**src/rtl/xfer_pkg.sv**
```systemverilog
package xfer_pkg;

  typedef enum logic [3:0] {
    S_IDLE, S_VEC, S_VECW, S_RREC, S_RRECW, S_XRD, S_XRDW, S_XWR, S_WB, S_FIN
  } seqState_e;

  typedef enum logic [1:0] {A_VEC, A_REC, A_SRC, A_DST} addrSel_e;

  typedef struct packed {
    logic     rdEn;
    logic     wrEn;
    addrSel_e addrSel;
    logic [1:0] word;
    logic     capVec;
    logic     capRec;
    logic     capData;
    logic     nextRec;
  } dpStrobe_t;

endpackage

```
**src/rtl/xfer_datapath.sv**
```systemverilog
module xfer_datapath
  import xfer_pkg::*;
#(
  parameter int NUM_SRC  = 24,
  parameter int NUM_REC  = 24,
  parameter int ADDR_W   = 16,
  parameter int DATA_W   = 32,
  parameter int REC_BASE = 32,
  localparam int SRC_W   = $clog2(NUM_SRC),
  localparam int REC_W   = $clog2(NUM_REC + 1)
) (
  input  logic              clk,
  input  logic              rstN,
  input  dpStrobe_t         stb,
  input  logic [SRC_W-1:0]  srcIdx,
  input  logic [DATA_W-1:0] memRdata,
  output logic              memReq,
  output logic              memWe,
  output logic [ADDR_W-1:0] memAddr,
  output logic [DATA_W-1:0] memWdata,
  output logic              chainFlag,
  output logic              lastRec,
  output logic              irqHit
);

  logic [REC_W-1:0]  recIdx;
  logic [DATA_W-1:0] ctrlW, initW, dataR;
  logic [ADDR_W-1:0] srcPtr, dstPtr;

  logic       modeRpt, rptIe, srcInc, dstInc, reachZero;
  logic [7:0] cnt, reload, newCnt;
  logic [ADDR_W-1:0] newSrc, newDst, recAddr;
  logic [DATA_W-1:0] newCtrl;

  always_ff @(posedge clk) begin
    if (!rstN) begin
      recIdx <= '0;
      ctrlW  <= '0;
      initW  <= '0;
      dataR  <= '0;
      srcPtr <= '0;
      dstPtr <= '0;
    end else begin
      if (stb.capVec)  recIdx <= memRdata[REC_W-1:0];
      if (stb.nextRec) recIdx <= recIdx + 1'b1;
      if (stb.capData) dataR  <= memRdata;
      if (stb.capRec) begin
        case (stb.word)
          2'd0:    ctrlW  <= memRdata;
          2'd1:    srcPtr <= memRdata[ADDR_W-1:0];
          2'd2:    dstPtr <= memRdata[ADDR_W-1:0];
          default: initW  <= memRdata;
        endcase
      end
    end
  end

  // record field decode
  assign modeRpt   = ctrlW[31];
  assign chainFlag = ctrlW[30];
  assign rptIe     = ctrlW[29];
  assign srcInc    = ctrlW[28];
  assign dstInc    = ctrlW[27];
  assign reload    = ctrlW[15:8];
  assign cnt       = ctrlW[7:0];
  assign reachZero = (cnt == 8'd1);
  assign irqHit    = reachZero && (!modeRpt || rptIe);
  assign lastRec   = (recIdx == REC_W'(NUM_REC - 1));

  // write-back values
  always_comb begin
    if (reachZero && modeRpt) begin
      newCnt = reload;
      newSrc = initW[31:16];
      newDst = initW[15:0];
    end else begin
      newCnt = cnt - 8'd1;
      newSrc = srcPtr + ADDR_W'(srcInc);
      newDst = dstPtr + ADDR_W'(dstInc);
    end
    newCtrl = {ctrlW[DATA_W-1:8], newCnt};
  end

  assign recAddr = ADDR_W'(REC_BASE) + ADDR_W'({recIdx, stb.word});

  always_comb begin
    memReq = stb.rdEn | stb.wrEn;
    memWe  = stb.wrEn;
    case (stb.addrSel)
      A_VEC:   memAddr = ADDR_W'(srcIdx);
      A_REC:   memAddr = recAddr;
      A_SRC:   memAddr = srcPtr;
      default: memAddr = dstPtr;
    endcase
    if (stb.addrSel == A_DST) memWdata = dataR;
    else begin
      case (stb.word)
        2'd0:    memWdata = newCtrl;
        2'd1:    memWdata = DATA_W'(newSrc);
        default: memWdata = DATA_W'(newDst);
      endcase
    end
  end

endmodule

```
**src/rtl/xfer_sequencer.sv**
```systemverilog
module xfer_sequencer
  import xfer_pkg::*;
#(
  parameter int NUM_SRC = 24,
  parameter logic [NUM_SRC-1:0] NO_IRQ_MASK = 24'h00_1000,
  localparam int SRC_W = $clog2(NUM_SRC)
) (
  input  logic               clk,
  input  logic               rstN,
  input  logic [NUM_SRC-1:0] reqIn,
  input  logic [NUM_SRC-1:0] enSet,
  input  logic               chainFlag,
  input  logic               lastRec,
  input  logic               irqHit,
  output logic [NUM_SRC-1:0] srcEn,
  output logic [NUM_SRC-1:0] irqOut,
  output logic [SRC_W-1:0]   srcIdx,
  output dpStrobe_t          stb
);

  seqState_e state, stateNext;
  logic [1:0] word, wordNext;
  logic [NUM_SRC-1:0] pend, en, clrPend, clrEn, irqNext;
  logic [SRC_W-1:0] srcNext, pickIdx;
  logic first, firstNext;

  // lowest pending index wins
  always_comb begin
    pickIdx = '0;
    for (int i = NUM_SRC - 1; i >= 0; i--)
      if (pend[i]) pickIdx = SRC_W'(i);
  end

  always_comb begin
    stateNext = state;
    wordNext  = word;
    srcNext   = srcIdx;
    firstNext = first;
    clrPend   = '0;
    clrEn     = '0;
    irqNext   = '0;
    stb       = '0;
    stb.word  = word;
    case (state)
      S_IDLE: if (|pend) begin
        srcNext   = pickIdx;
        clrPend   = NUM_SRC'(1) << pickIdx;
        firstNext = 1'b1;
        stateNext = S_VEC;
      end
      S_VEC: begin
        stb.rdEn = 1'b1; stb.addrSel = A_VEC; stateNext = S_VECW;
      end
      S_VECW: begin
        stb.capVec = 1'b1; wordNext = '0; stateNext = S_RREC;
      end
      S_RREC: begin
        stb.rdEn = 1'b1; stb.addrSel = A_REC; stateNext = S_RRECW;
      end
      S_RRECW: begin
        stb.capRec = 1'b1;
        if (word == 2'd3) stateNext = S_XRD;
        else begin wordNext = word + 2'd1; stateNext = S_RREC; end
      end
      S_XRD: begin
        stb.rdEn = 1'b1; stb.addrSel = A_SRC; stateNext = S_XRDW;
      end
      S_XRDW: begin
        stb.capData = 1'b1; stateNext = S_XWR;
      end
      S_XWR: begin
        stb.wrEn = 1'b1; stb.addrSel = A_DST; wordNext = '0; stateNext = S_WB;
      end
      S_WB: begin
        stb.wrEn = 1'b1; stb.addrSel = A_REC;
        if (word == 2'd2) stateNext = S_FIN;
        else wordNext = word + 2'd1;
      end
      S_FIN: begin
        if (first && irqHit && !NO_IRQ_MASK[srcIdx]) begin
          irqNext = NUM_SRC'(1) << srcIdx;
          clrEn   = NUM_SRC'(1) << srcIdx;
        end
        firstNext = 1'b0;
        if (chainFlag && !lastRec) begin
          stb.nextRec = 1'b1; wordNext = '0; stateNext = S_RREC;
        end else stateNext = S_IDLE;
      end
      default: stateNext = S_IDLE;
    endcase
  end

  always_ff @(posedge clk) begin
    if (!rstN) begin
      state  <= S_IDLE;
      word   <= '0;
      srcIdx <= '0;
      first  <= 1'b0;
      pend   <= '0;
      en     <= '0;
      irqOut <= '0;
    end else begin
      state  <= stateNext;
      word   <= wordNext;
      srcIdx <= srcNext;
      first  <= firstNext;
      pend   <= (pend & ~clrPend) | (reqIn & en);
      en     <= (en & ~clrEn) | enSet;
      irqOut <= irqNext;
    end
  end

  assign srcEn = en;

endmodule

```
**src/rtl/chain_xfer_ctrl.sv**
```systemverilog
module chain_xfer_ctrl
  import xfer_pkg::*;
#(
  parameter int NUM_SRC  = 24,
  parameter int NUM_REC  = 24,
  parameter int ADDR_W   = 16,
  parameter int DATA_W   = 32,
  parameter int REC_BASE = 32,
  parameter logic [NUM_SRC-1:0] NO_IRQ_MASK = 24'h00_1000
) (
  input  logic               clk,
  input  logic               rstN,
  input  logic [NUM_SRC-1:0] reqIn,
  input  logic [NUM_SRC-1:0] enSet,
  output logic [NUM_SRC-1:0] srcEn,
  output logic [NUM_SRC-1:0] irqOut,
  output logic               memReq,
  output logic               memWe,
  output logic [ADDR_W-1:0]  memAddr,
  output logic [DATA_W-1:0]  memWdata,
  input  logic [DATA_W-1:0]  memRdata
);

  localparam int SRC_W = $clog2(NUM_SRC);

  dpStrobe_t stb;
  logic [SRC_W-1:0] srcIdx;
  logic chainFlag, lastRec, irqHit;

  xfer_sequencer #(.NUM_SRC(NUM_SRC), .NO_IRQ_MASK(NO_IRQ_MASK)) u_seq (
    .clk(clk), .rstN(rstN), .reqIn(reqIn), .enSet(enSet),
    .chainFlag(chainFlag), .lastRec(lastRec), .irqHit(irqHit),
    .srcEn(srcEn), .irqOut(irqOut), .srcIdx(srcIdx), .stb(stb)
  );

  xfer_datapath #(.NUM_SRC(NUM_SRC), .NUM_REC(NUM_REC), .ADDR_W(ADDR_W),
                  .DATA_W(DATA_W), .REC_BASE(REC_BASE)) u_dp (
    .clk(clk), .rstN(rstN), .stb(stb), .srcIdx(srcIdx), .memRdata(memRdata),
    .memReq(memReq), .memWe(memWe), .memAddr(memAddr), .memWdata(memWdata),
    .chainFlag(chainFlag), .lastRec(lastRec), .irqHit(irqHit)
  );

endmodule

```
**config.mk**
```make
export PLATFORM = sky130hd
export DESIGN_NAME = chain_xfer_ctrl
export DESIGN_NICKNAME = d
export VERILOG_FILES = /design/src/rtl/xfer_pkg.sv /design/src/rtl/xfer_datapath.sv /design/src/rtl/xfer_sequencer.sv /design/src/rtl/chain_xfer_ctrl.sv
export SDC_FILE = /design/constraint.sdc
export NUM_CORES = 1
export LEC_CHECK = 0
export BUFFER_PORTS_ARGS = -buffer_cell sky130_fd_sc_hd__buf_2
export CAP_MARGIN = 20
export CORE_MARGIN = 2
export CORE_UTILIZATION = 32
export CTS_CLUSTER_SIZE = 20
export DETAILED_ROUTE_END_ITERATION = 16
export SYNTH_ARGS = -nofsm -noshare
export SYNTH_HDL_FRONTEND = slang
export SYNTH_SLANG_ARGS = --single-unit
```
**constraint.sdc**
```tcl
create_clock -name clk -period 3.3 [get_ports clk]
set_input_delay 0.99 -clock clk [delete_from_list [all_inputs] [get_ports clk]]
set_output_delay 0.99 -clock clk [all_outputs]
set_load 0.1 [all_outputs]
```
Word-level counts from Yosys, hierarchy flattened --
Memory sizes are Yosys's and may differ from the RTL's. A register that Yosys moved wholly into a read port is not among the register bits. Index checks and enable logic that the tools add are counted.
Word-level totals: flip-flop bits (word level) 217, bits in read-only memories 32, input port bits 82, output and inout bits 98, logic and storage cells 141, memories kept 1
Memory list:
- (no name shown) | words 32, width 1, rd ports 1, clocked after memory_dff 1, write ports 0, line xfer_sequencer.sv:80 | if (first && irqHit && !NO_IRQ_MASK[srcIdx]) begin
Cells by class: add/sub/neg operators 6, magnitude comparators 1, equality and inequality tests 22, shift operators 2, multiplexer cells 58, bitwise logic cells 9, reductions and logical operators 29
Operators by type and width (count):
- 2-to-1 mux 5 bit | 28
- 2-to-1 mux 24 bit | 4
- bitwise AND 24 bit | 3
- one-hot mux 32 bit (2 select lines) | 1
- NOT 24 bit | 2
- bitwise OR 24 bit | 2
- one-hot mux 16 bit (3 select lines) | 1
- left shift 1 x 5 -> 24 bit (first input constant) | 2
- one-hot mux 4 bit (10 select lines) | 1
- adder 16 x 1 -> 16 bit | 2
- 2-to-1 mux 16 bit | 2
- 2-to-1 mux 32 bit | 1
- OR reduction 24 bit | 1
- == test 4 x 3 -> 1 bit (second input constant) | 4
- AND reduction 2 bit | 7
- 2-to-1 mux 1 bit | 9
- adder 6 x 7 -> 8 bit (first input constant) | 1
- == test 2 bit (second input constant) | 4
- == test 4 x 2 -> 1 bit (second input constant) | 2
- == test 4 bit (second input constant) | 2
- == test 8 x 1 -> 1 bit (second input constant) | 1
- 2-to-1 mux 2 bit | 4
- 2-to-1 mux 4 bit | 2
- 2-to-1 mux 8 bit | 1
- other kinds (25) | 40

Depth between registers and ports, before layout --
word-level depth 30, depth in mapped cells 9, depth with buffers taken out 8

By module --
Synthesis repeated with hierarchy kept, for this count alone.
Second synthesis, totals: cells, all modules 1295, area total of the unflattened synthesis 10771.6 µm²
Modules (own cells, without submodules):
- xfer_datapath | times used 1, cells each 879, area an instance 7131.8 µm²
- xfer_sequencer | times used 1, cells each 416, area an instance 3639.7 µm²

Least setup slack after synthesis --
No wires, ideal clock.
path type register to output, start point reg u_dp.ctrlW[2], end point out memWdata[5], arrival time 4.172 ns, required time 2.310 ns, path slack -1.862 ns, stages on the path, launching flop included 9, buffers on the path 3, cell sequence dfxtp_1 -> or4_1 -> buf_2 -> or4_1 -> clkbuf_1 -> clkbuf_1 -> a21oi_1 -> nor3_1 -> o21ai_0
Between the ends: cells in the longest elaborated chain, start to end 5, elaborated cells between the ends (all ways) 8
Ends and longest elaborated chain:
- from (decl) | line xfer_datapath.sv:27 | logic [DATA_W-1:0] ctrlW, initW, dataR;
- from (signal assigned) | line xfer_datapath.sv:49 | 2'd0: ctrlW <= memRdata;
- parallel branches: the longest is 3 deep, another holds subtractor 8 x 1 -> 8 bit
- one-hot mux 32 bit (2 select lines) (*) | line xfer_datapath.sv:97 | case (stb.word)
- 2-to-1 mux 32 bit (*) | line xfer_datapath.sv:95 | if (stb.addrSel == A_DST) memWdata = dataR;
- to (decl) | line chain_xfer_ctrl.sv:20 | output logic [DATA_W-1:0] memWdata,
Every way passes the cells marked *.

Final worst setup path --
start point reg u_dp.ctrlW[5], end point out memWdata[1]
Between the ends: cells in the longest elaborated chain, start to end 5, elaborated cells between the ends (all ways) 7
Ends and longest elaborated chain:
- == test 8 x 1 -> 1 bit (*) | line xfer_datapath.sv:66 | assign reachZero = (cnt == 8'd1);
- logical AND 1 bit (*) | line xfer_datapath.sv:72 | if (reachZero && modeRpt) begin
- 2-to-1 mux 16 bit or 2-to-1 mux 8 bit (tied branches) | line xfer_datapath.sv:72
- one-hot mux 32 bit (2 select lines) (*) | line xfer_datapath.sv:97
- 2-to-1 mux 32 bit (*) | line xfer_datapath.sv:95
Every way passes the cells marked *; elsewhere a longest branch is shown, timed or not.

==> parameters.txt <==
Parameter                              Value

GRT
  GRT Total Usage ... 22.0%
  Via count of the first global-routing pass ... 10170
  Global-route wire length before repair ... 57900 um
  Leftover overflow at the end of global routing ... 0
  Maximum number of pins on one net before global-route repair ... 119
  Number of antenna violations at the first check in global routing ... 0

Clock network
  Number of hold buffers added after CTS ... 0
  Maximum buffer depth of the clock tree ... 3
  Clock-pin transition on the worst setup and hold timing paths ... approximately 60 ps
  H-tree depth reported by CTS ... 1
  Root Driver ... sky130_fd_sc_hd__clkbuf_16
  CTS buffer count ... 25
  Clock sink count ... between 200 and 250
  Worst-skew pair later-pin latency ... approximately 520 ps
  Clock tree from TritonCTS ... built

STA
  Aggregate negative setup slack ... -8100 ps
  Maximum frequency from static timing analysis ... 258 MHz
  Fin. Hold Viols ... 0
  Setup violations, final ... 16
  Final Max Slew Viols ... 0
  Slew HR ... 54.9%
  Unrepaired setup endpoints after global routing ... true
  Shortest period the worst path allows ... 3880 ps
  Final Skew ... roughly 12 ps
  Setup WS post-layout ... -581 ps
  Period Utilization, post-route ... 118%
  Slew at the pin closest to its max-slew limit ... 676 ps

Floorplan
  Effective utilization at floorplan ... between 30% and 40%
  Chip Width ... about 180 um
  Height of the chip ... 183 um
  Area of the core ... 31600 sq um
  Full die area ... approximately 33000 sq um
  Number of top-level design ports ... 180
  Standard-cell rows ... 65

Synthesis
  Synth Flop Type ... sky130_fd_sc_hd__dfxtp_1
  Syn nets ... 1497
  Most used standard cell by instance count after synthesis ... sky130_fd_sc_hd__nand2_1
  Area contributors post-synth ... sky130_fd_sc_hd__dfxtp_1 43%, sky130_fd_sc_hd__nand2_1 14%, sky130_fd_sc_hd__a21oi_1 11%, sky130_fd_sc_hd__nor2_1 4.7%, sky130_fd_sc_hd__o21ai_0 4.1%
  Share of synthesized area occupied by flip-flops and latches ... 42.6%
  Number of warnings printed during yosys synthesis ... 0
  Area share of the largest cell type after synthesis ... 42.6%
  Distinct cells, synth ... 64
  Syn avg cell area ... 7.30 sq um
  Post-synthesis sequential element count ... 218
  Count of flip-flops with a built-in enable after synthesis ... 0
  Post-synthesis instance area ... 10200 sq um
  Yosys top cell by area ... sky130_fd_sc_hd__dfxtp_1
  Async set or reset register ratio after synthesis ... 0%
  Mapped Cells ... 1402
  Ranking of synthesized cells by instance count ... 387 x sky130_fd_sc_hd__nand2_1, 223 x sky130_fd_sc_hd__a21oi_1, 218 x sky130_fd_sc_hd__dfxtp_1

Critical path
  CP Data Arrival Time ... 2890 ps
  Crit Path Class ... flip-flop to output pin
  Standard cell with the maximum stage delay on the critical path ... sky130_fd_sc_hd__or4_4
  Kind of end point of the critical path ... output pin
  Critical Path Fanout Max ... 6
  Cell chain of the critical path ... or4_4 -> or4_4 -> buf_12 -> nand2_1 -> nand2_1 -> a221oi_2 -> buf_4 -> a21oi_4 -> buf_12
  Required time worst endpoint ... 2310 ps
  CP top delay family ... simple AND/OR/NAND/NOR gates
  Largest stage delay on the critical path ... ~530 ps
  Total buffers and inverters traversed by the critical path ... 3
  Launching element type of the critical path ... flip-flop
  Reg2Reg Depth ... 6
  Critical Path Stages ... 9

Run status
  Run status ... finished, violations left
  Violations in the final reports ... negative setup slack

Layout
  Share of post-route cells with drive strength above 1 ... 25.8%
  Finished Cell Area ... 14200 sq um
  Net count of the finished layout ... approximately 1700
  Number of antenna repair diodes ... 0
  Area Growth Syn to Fin ... 38.7%

Pwr
  Pwr/cell area ... just under 500 nW/um^2
  Final Total Pwr ... ~6900 uW
  Clock group share of total power ... 39.7%
  Switching share of power ... around a third
  Internal power ... 4730 uW
  Leakage power figure ... between 0.005 and 0.006 uW
  Portion of total power attributed to combinational logic ... about a fifth
  Net Switching ... 2210 uW
  Peak VDD IR ... about 0.42 mV
  Sequential Power Share ... approximately two fifths

Route
  Count of vias placed by the detailed router ... between 10000 and 15000
  Initial DRT Pass Iterations ... 5
  Total routed wirelength ... 38200 um
  Initial DRC Count ... 860
  Post-route ant nets ... 0
  Number of design rule violations left after detail routing ... 0
  Avg WL per Cell ... 18.7 um
  Avg Vias per Cell ... 5.32

Hold path
  Class of the tightest hold or removal check ... flip-flop to flip-flop
  Cell depth of the worst hold path ... 2

Placed design
  Post-placement cell area ... 12900 sq um
  Routability congestion estimate ... 0.925
  Port Buf Inserts ... 179
  Post-Place Worst Slack ... -89.4 ps
  Dpl hpwl ... 27300 um

Job
  Count of maximum capacitance violations ... 0
-- placed cells by master, fill, tap and decap left out, types with 9 or more instances in the layout --
cell,count
sky130_fd_sc_hd__nand2_1,383
sky130_fd_sc_hd__dfxtp_1,211
sky130_fd_sc_hd__a21oi_1,204
sky130_fd_sc_hd__buf_2,138
sky130_fd_sc_hd__nor2_1,116
sky130_fd_sc_hd__buf_4,80
sky130_fd_sc_hd__o21ai_0,54
sky130_fd_sc_hd__buf_12,40
sky130_fd_sc_hd__clkbuf_16,26
sky130_fd_sc_hd__a311oi_1,22
sky130_fd_sc_hd__nand3_1,21
sky130_fd_sc_hd__inv_1,20
sky130_fd_sc_hd__o21ai_2,18
sky130_fd_sc_hd__xnor2_1,16
sky130_fd_sc_hd__xor2_1,16
sky130_fd_sc_hd__mux2i_1,13
sky130_fd_sc_hd__and3_1,13
sky130_fd_sc_hd__ha_1,13
sky130_fd_sc_hd__nor4_1,12
sky130_fd_sc_hd__nor2_2,11
sky130_fd_sc_hd__a21oi_4,10
sky130_fd_sc_hd__a21oi_2,9
sky130_fd_sc_hd__nand2b_1,9
sky130_fd_sc_hd__buf_6,9
-- worst paths after layout --
path	start	to	slack, ps
worst max-delay path	u_dp.ctrlW[5]$_SDFFE_PN0P_	memWdata[1]	-580
worst min-delay path	u_dp.ctrlW[19]$_SDFFE_PN0P_	u_dp.ctrlW[19]$_SDFFE_PN0P_	450
worst max register to register	u_dp.ctrlW[5]$_SDFFE_PN0P_	u_seq.irqOut[0]$_SDFF_PN0_	770
worst min register to register	u_dp.ctrlW[19]$_SDFFE_PN0P_	u_dp.ctrlW[19]$_SDFFE_PN0P_	450
-- worst register-to-register path, delay by kind of cell, from the launching register on --
kind | cells | cell delay (ps)
simple gates | 5 | 1960
buf+inv | 1 | 180
flops | 1 | 320
-- power by group through the flow --
stage                     sequential, uW  clock [uW]  combinational (uW)
after global routing                2810        2910                1460
final                               2800        2750                1390
after CTS                           2800        2800                1360
after floorplan                     2970           0                 748
after detailed placement            2860           0                1330
after global placement              2860           0                1320
-- sequential cells by signal, indices dropped and copies added, names as in the netlist, 16 cells and up, named ones only --
name	flops
u_dp.ctrlW	32
u_dp.dataR	32
u_dp.initW	32
u_seq.irqOut	24
u_seq.pend	24
u_seq.srcEn	24
u_dp.dstPtr	16
u_dp.srcPtr	16
-- per-layer routing --
layer | vias up | share of wire (%) | GRT usage [%]
met5 | - | 0 | 0
met4 | 0 | 2.9 | 5.79
met2 | 426 | 48 | 38.4
met1 | 5084 | 42 | 28.0
met3 | 69 | 7.2 | 4.01
li1 | 5247 | - | -
-- cells by family after synthesis --
family	Yosys count	share of synthesized area, %
and+or+nand+nor	633	26.4
buffers and inverters	105	3.94
muxes	13	1.27
AOI/OAI and AO/OA	388	21.4
xor gates and xnor gates	32	2.74
DFF	218	42.6
adders and majority gates	13	1.59
-- final cells by class --
type | instances | area, sq um
fillers | 3146 | 17400
multi-input cells | 1079 | 6140
flip-flops and latches | 218 | 4380
repair buffers | 272 | 2280
clock buffers | 35 | 713
well taps | 402 | 503
clock inverters | 9 | 101
inverters | 21 | 81.3
-- what timing repair did --
action | in CTS | in global routing
gates resized for setup | 32 | 51
setup endpoints to repair | 39 | 33
buffers inserted | 4 | 6
gates cloned | 2 | 1
pin swaps | 7 | 13
-- through the flow --
step                hold slack [ps]  util (%)  instances
floorplan                       432         -       1402
global placement                439      41.0       1981
detailed placement              447      41.0       1981
CTS                             455      44.3       2030
global route                    466      45.0       2036
finish                          454      45.0       2036
No activity file was read; power rests on OpenSTA's default activity.
